**src/rtl/fetch_seq_pkg.sv**
```systemverilog
package fetch_seq_pkg;

    typedef enum logic [1:0] {
        TR_IDLE   = 2'b00,
        TR_BUSY   = 2'b01,
        TR_NONSEQ = 2'b10,
        TR_SEQ    = 2'b11
    } htrans_e;

    localparam logic [2:0] BURST_INCR = 3'b001;

endpackage

```
**src/rtl/fetch_addr_step.sv**
```systemverilog
module fetch_addr_step #(
    parameter int AW          = 32,
    parameter int BEAT_BYTES  = 4,
    parameter int REGION_BITS = 10
) (
    input  logic [AW-1:0] cur_addr,
    output logic [AW-1:0] next_addr,
    output logic          new_region
);

    localparam logic [AW-1:0] STEP = AW'(BEAT_BYTES);

    assign next_addr = cur_addr + STEP;

    generate
        if (REGION_BITS >= AW) begin : g_no_region
            assign new_region = 1'b0;
        end else begin : g_region
            assign new_region = (next_addr[AW-1:REGION_BITS] != cur_addr[AW-1:REGION_BITS]);
        end
    endgenerate

endmodule

```
**src/rtl/fetch_addr_phase.sv**
```systemverilog
module fetch_addr_phase
    import fetch_seq_pkg::*;
#(
    parameter int AW = 32
) (
    input  logic          clk,
    input  logic          rst_n,
    input  logic          hready,
    input  logic          if_req,
    input  logic [AW-1:0] if_addr,
    input  logic          if_seq,
    input  logic          if_local,
    input  logic [AW-1:0] step_addr,
    input  logic          step_new_region,
    output htrans_e       htrans,
    output logic [AW-1:0] haddr
);

    typedef struct packed {
        htrans_e       trans;
        logic [AW-1:0] addr;
        logic          brk;
    } aphase_t;

    aphase_t st_d, st_q;
    logic    fetch_ext;

    assign fetch_ext = if_req && !if_local;

    always_comb begin
        st_d = st_q;
        if (hready) begin
            case (st_q.trans)
                TR_NONSEQ, TR_SEQ: begin
                    st_d.trans = TR_BUSY;
                    st_d.addr  = step_addr;
                    st_d.brk   = step_new_region;
                end
                TR_BUSY: begin
                    st_d.brk = 1'b0;
                    if (!fetch_ext) begin
                        st_d.trans = TR_IDLE;
                    end else if (if_seq) begin
                        st_d.trans = st_q.brk ? TR_NONSEQ : TR_SEQ;
                    end else begin
                        st_d.trans = TR_NONSEQ;
                        st_d.addr  = if_addr;
                    end
                end
                default: begin
                    st_d.brk = 1'b0;
                    if (fetch_ext) begin
                        st_d.trans = TR_NONSEQ;
                        st_d.addr  = if_addr;
                    end else begin
                        st_d.trans = TR_IDLE;
                    end
                end
            endcase
        end
    end

    always_ff @(posedge clk or negedge rst_n) begin
        if (!rst_n) begin
            st_q <= '{trans: TR_IDLE, addr: '0, brk: 1'b0};
        end else begin
            st_q <= st_d;
        end
    end

    assign htrans = st_q.trans;
    assign haddr  = st_q.addr;


    busy_after_beat_chk: assert property (@(posedge clk) disable iff (!rst_n)
        (htrans[1] && hready) |=> (htrans == TR_BUSY));


    hold_on_wait_chk: assert property (@(posedge clk) disable iff (!rst_n)
        !hready |=> ($stable(htrans) && $stable(haddr)));


    no_xfer_local_chk: assert property (@(posedge clk) disable iff (!rst_n)
        (!htrans[1] && hready && (!if_req || if_local)) |=> (htrans == TR_IDLE));


    seq_addr_hold_chk: assert property (@(posedge clk) disable iff (!rst_n)
        (htrans == TR_BUSY && hready && if_req && !if_local && if_seq) |=>
            (htrans[1] && $stable(haddr)));


    branch_nonseq_chk: assert property (@(posedge clk) disable iff (!rst_n)
        (htrans == TR_BUSY && hready && if_req && !if_local && !if_seq) |=>
            (htrans == TR_NONSEQ));

endmodule

```
**src/rtl/fetch_data_phase.sv**
```systemverilog
module fetch_data_phase #(
    parameter int DW = 32
) (
    input  logic          clk,
    input  logic          rst_n,
    input  logic          hready,
    input  logic          beat_valid,
    input  logic [DW-1:0] hrdata,
    output logic [DW-1:0] if_rdata,
    output logic          if_rvalid,
    output logic          if_stall
);

    logic pend_d, pend_q;

    always_comb begin
        pend_d = pend_q;
        if (hready) begin
            pend_d = beat_valid;
        end
    end

    always_ff @(posedge clk or negedge rst_n) begin
        if (!rst_n) begin
            pend_q <= 1'b0;
        end else begin
            pend_q <= pend_d;
        end
    end

    assign if_rvalid = pend_q && hready;
    assign if_stall  = pend_q && !hready;
    assign if_rdata  = hrdata;


    data_follows_beat_chk: assert property (@(posedge clk) disable iff (!rst_n)
        (beat_valid && hready) |=> (if_rvalid || if_stall));


    stall_excl_chk: assert property (@(posedge clk) disable iff (!rst_n)
        !(if_stall && if_rvalid));

endmodule

```
**src/rtl/fetch_seq_top.sv**
```systemverilog
module fetch_seq_top
    import fetch_seq_pkg::*;
#(
    parameter int AW          = 32,
    parameter int DW          = 32,
    parameter int REGION_BITS = 10
) (
    input  logic          clk,
    input  logic          rst_n,
    input  logic          if_req,
    input  logic [AW-1:0] if_addr,
    input  logic          if_seq,
    input  logic          if_local,
    output logic [DW-1:0] if_rdata,
    output logic          if_rvalid,
    output logic          if_stall,
    output logic [AW-1:0] haddr,
    output logic [1:0]    htrans,
    output logic [2:0]    hburst,
    input  logic          hready,
    input  logic [DW-1:0] hrdata
);

    localparam int BEAT_BYTES = DW / 8;

    htrans_e       trans_w;
    logic [AW-1:0] addr_w;
    logic [AW-1:0] step_addr;
    logic          step_new_region;

    fetch_addr_step #(
        .AW         (AW),
        .BEAT_BYTES (BEAT_BYTES),
        .REGION_BITS(REGION_BITS)
    ) u_step (
        .cur_addr  (addr_w),
        .next_addr (step_addr),
        .new_region(step_new_region)
    );

    fetch_addr_phase #(
        .AW(AW)
    ) u_aphase (
        .clk            (clk),
        .rst_n          (rst_n),
        .hready         (hready),
        .if_req         (if_req),
        .if_addr        (if_addr),
        .if_seq         (if_seq),
        .if_local       (if_local),
        .step_addr      (step_addr),
        .step_new_region(step_new_region),
        .htrans         (trans_w),
        .haddr          (addr_w)
    );

    fetch_data_phase #(
        .DW(DW)
    ) u_dphase (
        .clk       (clk),
        .rst_n     (rst_n),
        .hready    (hready),
        .beat_valid(trans_w[1]),
        .hrdata    (hrdata),
        .if_rdata  (if_rdata),
        .if_rvalid (if_rvalid),
        .if_stall  (if_stall)
    );

    assign htrans = trans_w;
    assign haddr  = addr_w;
    assign hburst = BURST_INCR;


    region_restart_chk: assert property (@(posedge clk) disable iff (!rst_n)
        (htrans == 2'b11) |-> (haddr[REGION_BITS-1:0] != '0));

endmodule

```
**config.mk**
```make
export PLATFORM = sky130hd
export DESIGN_NAME = fetch_seq_top
export DESIGN_NICKNAME = d
export VERILOG_FILES = /design/src/rtl/fetch_seq_pkg.sv /design/src/rtl/fetch_addr_step.sv /design/src/rtl/fetch_addr_phase.sv /design/src/rtl/fetch_data_phase.sv /design/src/rtl/fetch_seq_top.sv
export SDC_FILE = /design/constraint.sdc
export NUM_CORES = 1
export LEC_CHECK = 0
export BUFFER_PORTS_ARGS = -buffer_cell sky130_fd_sc_hd__buf_4
export CAP_MARGIN = 20
export CORE_ASPECT_RATIO = 0.5
export CORE_MARGIN = 8
export CORE_UTILIZATION = 46
export DETAILED_ROUTE_END_ITERATION = 7
export GPL_TIMING_DRIVEN = 0
export PLACE_DENSITY_LB_ADDON = 0.2
export SYNTH_ARGS = -nofsm -noshare
export SYNTH_HDL_FRONTEND = slang
export SYNTH_SLANG_ARGS = --single-unit
```
**constraint.sdc**
```tcl
create_clock -name clk -period 2.5 [get_ports clk]
set_clock_uncertainty 0.1 [all_clocks]
set_input_delay 0.125 -clock clk [delete_from_list [all_inputs] [get_ports clk]]
set_output_delay 0.125 -clock clk [all_outputs]
set_load 0.01 [all_outputs]
```
==> flow_summary.json, run 1 <==
{
  "drive_gt1_frac": 0.4330,
  "drtPass1Iterations": 4,
  "path_delay_family": "simple AND/OR/NAND/NOR gates",
  "num-nets-final": 525,
  "p_int_mw": 1.916,
  "io_buffers": 105,
  "slowest_stage": "nor4_4",
  "status": "complete, no violations",
  "ir_drop_mv": 0.2946,
  "yosysMostFrequentCell": "buf_4",
  "io_pins": 141,
  "grt_pass1_wl_um": 13900,
  "hold_viol": 0,
  "fin_ws_ps": 212.8,
  "die_y_um": 71.02,
  "synth_top_family_by_area": "simple AND/OR/NAND/NOR gates",
  "arrival_ps": 2350,
  "cpPeakStageDelay_ps": 550,
  "synth_xor_area_frac": 0,
  "cts_root_buf": "clkbuf_16",
  "synth_edf_count": 0,
  "synthCells": 325,
  "design.core.area_mm2": 0.005956,
  "maxCapViolCount": 0,
  "wl_per_cell_um": 16.22,
  "gr-total-overflow": 0,
  "synth-compound-area-share": 0.1712,
  "min_period_ps": 2287,
  "post-dp-hpwl_um": 6500,
  "worstMarginPinSlew_ps": 572.6,
  "drc": 0,
  "p_sw_frac": 0.3587,
  "grt_max_degree": 37,
  "power_switching_mw": 1.072,
  "synthMuxAreaShare": 0.03010,
  "crit_buf_inv": 1,
  "synthAdderAreaFrac": 0.004492,
  "netlist_top_cells_count": "buf_4, dfrtp_1, nand2_1",
  "dieWidth_um": 126.0,
  "synthTopCellsByArea": "dfrtp_1, buf_4, nand2_1",
  "grt_use_total": 0.1866,
  "diodes": 0,
  "end_kind": "flip-flop",
  "gp_congestion": 0.8411,
  "ant_nets": 0,
  "startpoint_type": "flip-flop",
  "row_count": 20,
  "path_clk_slew_ps": 60,
  "drt_first_iter_violations": 236,
  "cts_buffers": 5,
  "clockBufferDepth": 2,
  "maxSlewViolCount": 0,
  "syn_avg_cell_area_um2": 8.570,
  "vias": 2855,
  "synth_cell_types": 57,
  "synth-seq-cells": 36,
  "fin_setup_tns_ps": 0,
  "cts_max_level": 2,
  "p_seq_frac": 0.359,
  "cp.required_ps": 2560,
  "yosys.area.top_type": "dfrtp_1",
  "syn_to_final_growth_pct": 42.99,
  "grt_setup_unrepaired": "no",
  "grt_pass1_vias": 2993,
  "fin_crit_sh": 0.9149,
  "design_area_mm2": 0.003983,
  "cts_tree": "yes",
  "yosysWarningCount": 0,
  "criticalPathCategory": "flip-flop to flip-flop",
  "relSlewSlack": 0.6182,
  "hold_path_class": "primary input to flip-flop",
  "synth_ff_type": "dfrtp_1",
  "postCtsSetupBuffers": 0,
  "leakage_nw": 1.938,
  "viasPerCell": 5.367,
  "fmax_mhz": 437.2,
  "synthArstFlopShare": 1.000,
  "cts_sinks": 36,
  "placed_area_mm2": 0.003674,
  "antenna_found_initial": 0,
  "p_comb_frac": 0.429,
  "pre_cts_ws_ps": 240.2,
  "die_area_mm2": 0.008951,
  "synth_top_cell_area_share": 0.3235,
  "path_cells": "nand3_1, nor4_4, mux2_1, a222oi_1, inv_1",
  "syn_area_mm2": 0.002785,
  "wl_um": 8628,
  "setup_violations": 0,
  "synth-simple-area-share": 0.2570,
  "clkPwrFrac": 0.212,
  "start_util": 0.4676,
  "seq_area_frac_synth": 0.3235,
  "p_per_area_mw_per_mm2": 750.4,
  "cp_max_fo": 8,
  "clkLatencyLatePin_ps": 280
}
[layout make-up]
cell class | count | area [um^2]
plain buffers | 80 | 569.3
clock buffers | 6 | 138.9
clock inverters | 2 | 10.01
fillers | 512 | 1973
inverters | 5 | 18.77
multi-input cells | 205 | 1300
flip-flops and latches | 36 | 900.9
well taps | 77 | 96.34
repair buffers | 121 | 948.4
[per-layer routing]
metal | global-route usage | routed length, um | vias up
met2 | 0.3063 | 4039 | 127
met1 | 0.2233 | 3617 | 1360
met3 | 0.07046 | 911 | 4
met4 | 0.05680 | 60 | 0
li1 | - | - | 1364
met5 | 0 | 0 | -
[power by group through the flow]
| stage | combinational [mW] | clock [mW] | sequential, mW |
|---|---|---|---|
| after floorplan | 0.806 | 0 | 0.998 |
| final | 1.28 | 0.633 | 1.07 |
| after global routing | 1.40 | 0.668 | 1.11 |
| after global placement | 1.25 | 0 | 1.06 |
| after CTS | 1.30 | 0.641 | 1.07 |
| after detailed placement | 1.27 | 0 | 1.07 |
[sequential cells by signal, indices dropped and copies added (netlist names)]
signal	flops
u_aphase.haddr	32
u_aphase.htrans	2
u_aphase.st_q	1
u_dphase.pend_q	1
[final timing paths]
path | endpoint | slack [ps] | from | cells past startpoint
setup / recovery | u_aphase.haddr[17] | 210 | u_aphase.haddr[4] | 5
setup reg to reg | u_aphase.haddr[17] | 210 | u_aphase.haddr[4] | 5
hold reg to reg | u_aphase.haddr[1] | 390 | u_aphase.haddr[1] | 2
max in group asynchronous | u_aphase.haddr[10] | 1710 | rst_n | 2
min in group asynchronous | u_aphase.htrans[0] | 260 | rst_n | 2
hold / removal | u_aphase.haddr[25] | 2 | if_addr[25] | 3
[tightest hold or removal path, stage by stage]
cell	delay, ps
buf_4	80
a22oi_1	70
o311ai_1	70
[placed cells by master, fill, tap and decap left out, types with 8 or more instances in the layout]
cell | Yosys | layout
nand3_1 | 17 | 17
nor2_1 | 14 | 14
o21ai_0 | 9 | 9
nand2_1 | 28 | 28
o21ai_1 | 10 | 10
nand4_1 | 12 | 12
dfrtp_1 | 36 | 36
buf_4 | 71 | 176
a22oi_1 | 12 | 12
and2_1 | 8 | 8
dlygate4sd3_1 | 0 | 16
a21oi_1 | 15 | 15
[through the flow]
stage / util / power [mW] / cells / hold slack (ps)
after global placement: 0.6168 / 2.315 / 508 / 12.28
after floorplan: - / 1.804 / 326 / -270.6
after CTS: 0.6687 / 3.001 / 532 / 2.244
after global routing: 0.6687 / 3.181 / 532 / 11.50
final: 0.6687 / 2.988 / 532 / 1.995
after detailed placement: 0.6168 / 2.345 / 508 / 20.92
[cell families (layout without fill, tap and decap cells)]
logic type / Yosys count / in the layout
flops: 36 / 36
fa+ha+maj: 1 / 1
buf+inv: 85 / 214
simple gates: 121 / 121
mux: 8 / 8
other cells: 2 / 3
compound gates: 72 / 72
[repair_timing]
action,CTS,global route
resized for setup,0,0
endpoints found under the hold margin,51,0
hold buffers,16,0
Note: power is estimated with default switching activity, not from simulation.
==> run 2, diff against run 1 <==
- CTS_BUF_LIST: unset -> sky130_fd_sc_hd__clkbuf_16
- PLACE_DENSITY: unset -> 0.87
- PLACE_DENSITY_LB_ADDON: 0.2 -> unset
==> run 2 against run 1 <==
Net effect:
- the flow now finishes with violations (negative hold slack)
- routed wire length rose by 1.9%
- sequential cell count did not move
- count of clock-buffer cells in the layout fell by 1
- fmax rose by 1.0%
- critical endpoint unchanged
- global-route usage rose by 0.67 points
- non-clock buffer count rose by 1
- register-to-register slack improved by 20 ps
- power fell by 0.52%
- sequential power barely moved
- worst hold slack got worse by 5.2 ps
- setup slack improved by 23 ps
==> flow_summary.json, run 2 (synthesis gave the netlist of run 1 again) <==
{
  "status": "finished, violations left",
  "violations": "negative hold slack",
  "fin_crit_sh": 0.9056,
  "p_per_area_mw_per_mm2": 746.5,
  "hold-worst-slack_ps": -3.223,
  "criticalPathCategory": "flip-flop to flip-flop",
  "min_period_ps": 2264,
  "num-nets-final": 526,
  "io_pins": 141,
  "cts_max_level": 2,
  "cp.required_ps": 2560,
  "drive_gt1_frac": 0.4298,
  "grt_setup_unrepaired": "no",
  "ir_drop_mv": 0.3182,
  "syn_to_final_growth_pct": 42.99,
  "drt_first_iter_violations": 240,
  "leakage_nw": 1.936,
  "path_cells": "nand3_1, nor4_4, mux2_1, a222oi_1, inv_1",
  "row_count": 20,
  "cts_tree": "yes",
  "end_kind": "flip-flop",
  "cp_max_fo": 8,
  "wl_per_cell_um": 16.50,
  "maxSlewViolCount": 0,
  "path_clk_slew_ps": 60,
  "arrival_ps": 2330,
  "vias": 2906,
  "maxCapViolCount": 0,
  "diodes": 0,
  "final_common_cell": "buf_4",
  "grt_pass1_wl_um": 14520,
  "antenna_found_initial": 0,
  "grt_pass1_vias": 3025,
  "largest_reg_flops": 32,
  "post-dp-hpwl_um": 6529,
  "grt_max_degree": 37,
  "cts_sinks": 36,
  "crit_buf_inv": 1,
  "clockBufferDepth": 2,
  "cts_resized": 0,
  "fin_setup_tns_ps": 0,
  "gr-total-overflow": 0,
  "slowest_stage": "nor4_4",
  "dieWidth_um": 126.0,
  "grt_use_total": 0.1933,
  "worstMarginPinSlew_ps": 617.8,
  "hold_viol": 1,
  "ant_nets": 0,
  "startpoint_type": "flip-flop",
  "wl_um": 8792,
  "hold_path_class": "primary input to flip-flop",
  "drc": 0,
  "viasPerCell": 5.452,
  "die_y_um": 71.02,
  "gp_congestion": 0.8405,
  "design.core.area_mm2": 0.005956,
  "setup_violations": 0,
  "io_buffers": 105,
  "start_util": 0.4676,
  "die_area_mm2": 0.008951,
  "cts_root_buf": "clkbuf_16",
  "mostFrequentLayoutCells": "buf_4, dfrtp_1, nand2_1, nand3_1, dlygate4sd3_1",
  "drtPass1Iterations": 7,
  "cpPeakStageDelay_ps": 530,
  "cts_buffers": 5,
  "path_delay_family": "simple AND/OR/NAND/NOR gates",
  "clkLatencyLatePin_ps": 280,
  "fmax_mhz": 441.7,
  "relSlewSlack": 0.5881
}
-- run 2: layout make-up --
| cell class | instances | area, um^2 |
|---|---|---|
| fill | 483 | 1973 |
| multi-input combinational | 205 | 1300 |
| timing repair buffer | 122 | 958.4 |
| sequential | 36 | 900.9 |
| buffer | 80 | 569.3 |
| clock buffer | 5 | 125.1 |
| tap | 77 | 96.34 |
| inverter | 5 | 18.77 |
| clock inverter | 3 | 13.76 |
-- run 2: final timing paths --
path	from	to	slack, ps	depth (start not counted)
setup / recovery	u_aphase.haddr[4]	u_aphase.haddr[17]	240	5
hold / removal	if_addr[27]	u_aphase.haddr[27]	-3	3
setup reg to reg	u_aphase.haddr[4]	u_aphase.haddr[17]	240	5
hold reg to reg	u_aphase.haddr[1]	u_aphase.haddr[1]	380	2
max in group asynchronous	rst_n	u_aphase.haddr[9]	1720	2
min in group asynchronous	rst_n	u_aphase.htrans[0]	250	2
-- run 2: through the flow --
stage	worst slack (ps)	std cells	power (mW)	util	area, um^2
after floorplan	564.9	326	1.804	-	2789
after global placement	305.7	508	2.319	0.6168	3674
after detailed placement	291.5	508	2.351	0.6168	3674
after CTS	270.8	533	2.975	0.6687	3983
after global routing	122.4	533	3.160	0.6687	3983
final	236.0	533	2.973	0.6687	3983
-- run 2: power breakdown --
part           switching, mW  leakage, nW  internal, mW
registers              0.322        0.437         0.761
logic                  0.530         1.43         0.764
clock network          0.234       0.0710         0.362
total                   1.09         1.94          1.89
-- run 2: worst reg2reg max path, cell delays in order, from the launching register on --
cell and delay, ps:
dfrtp_1 480, nand3_1 360, nor4_4 530, mux2_1 370, a222oi_1 250, inv_1 60
-- run 2: what timing repair did --
item	in CTS	in global routing
buffers inserted	0	0
hold buffers	17	0
endpoints found under the hold margin	52	0
-- run 2: layer usage --
metal  vias up  wire (um)  GRT usage
met5         -          0          0
met3        23        998    0.07421
li1       1365          -          -
met2       165       4095     0.3258
met4         0        150    0.06869
met1      1353       3547     0.2208
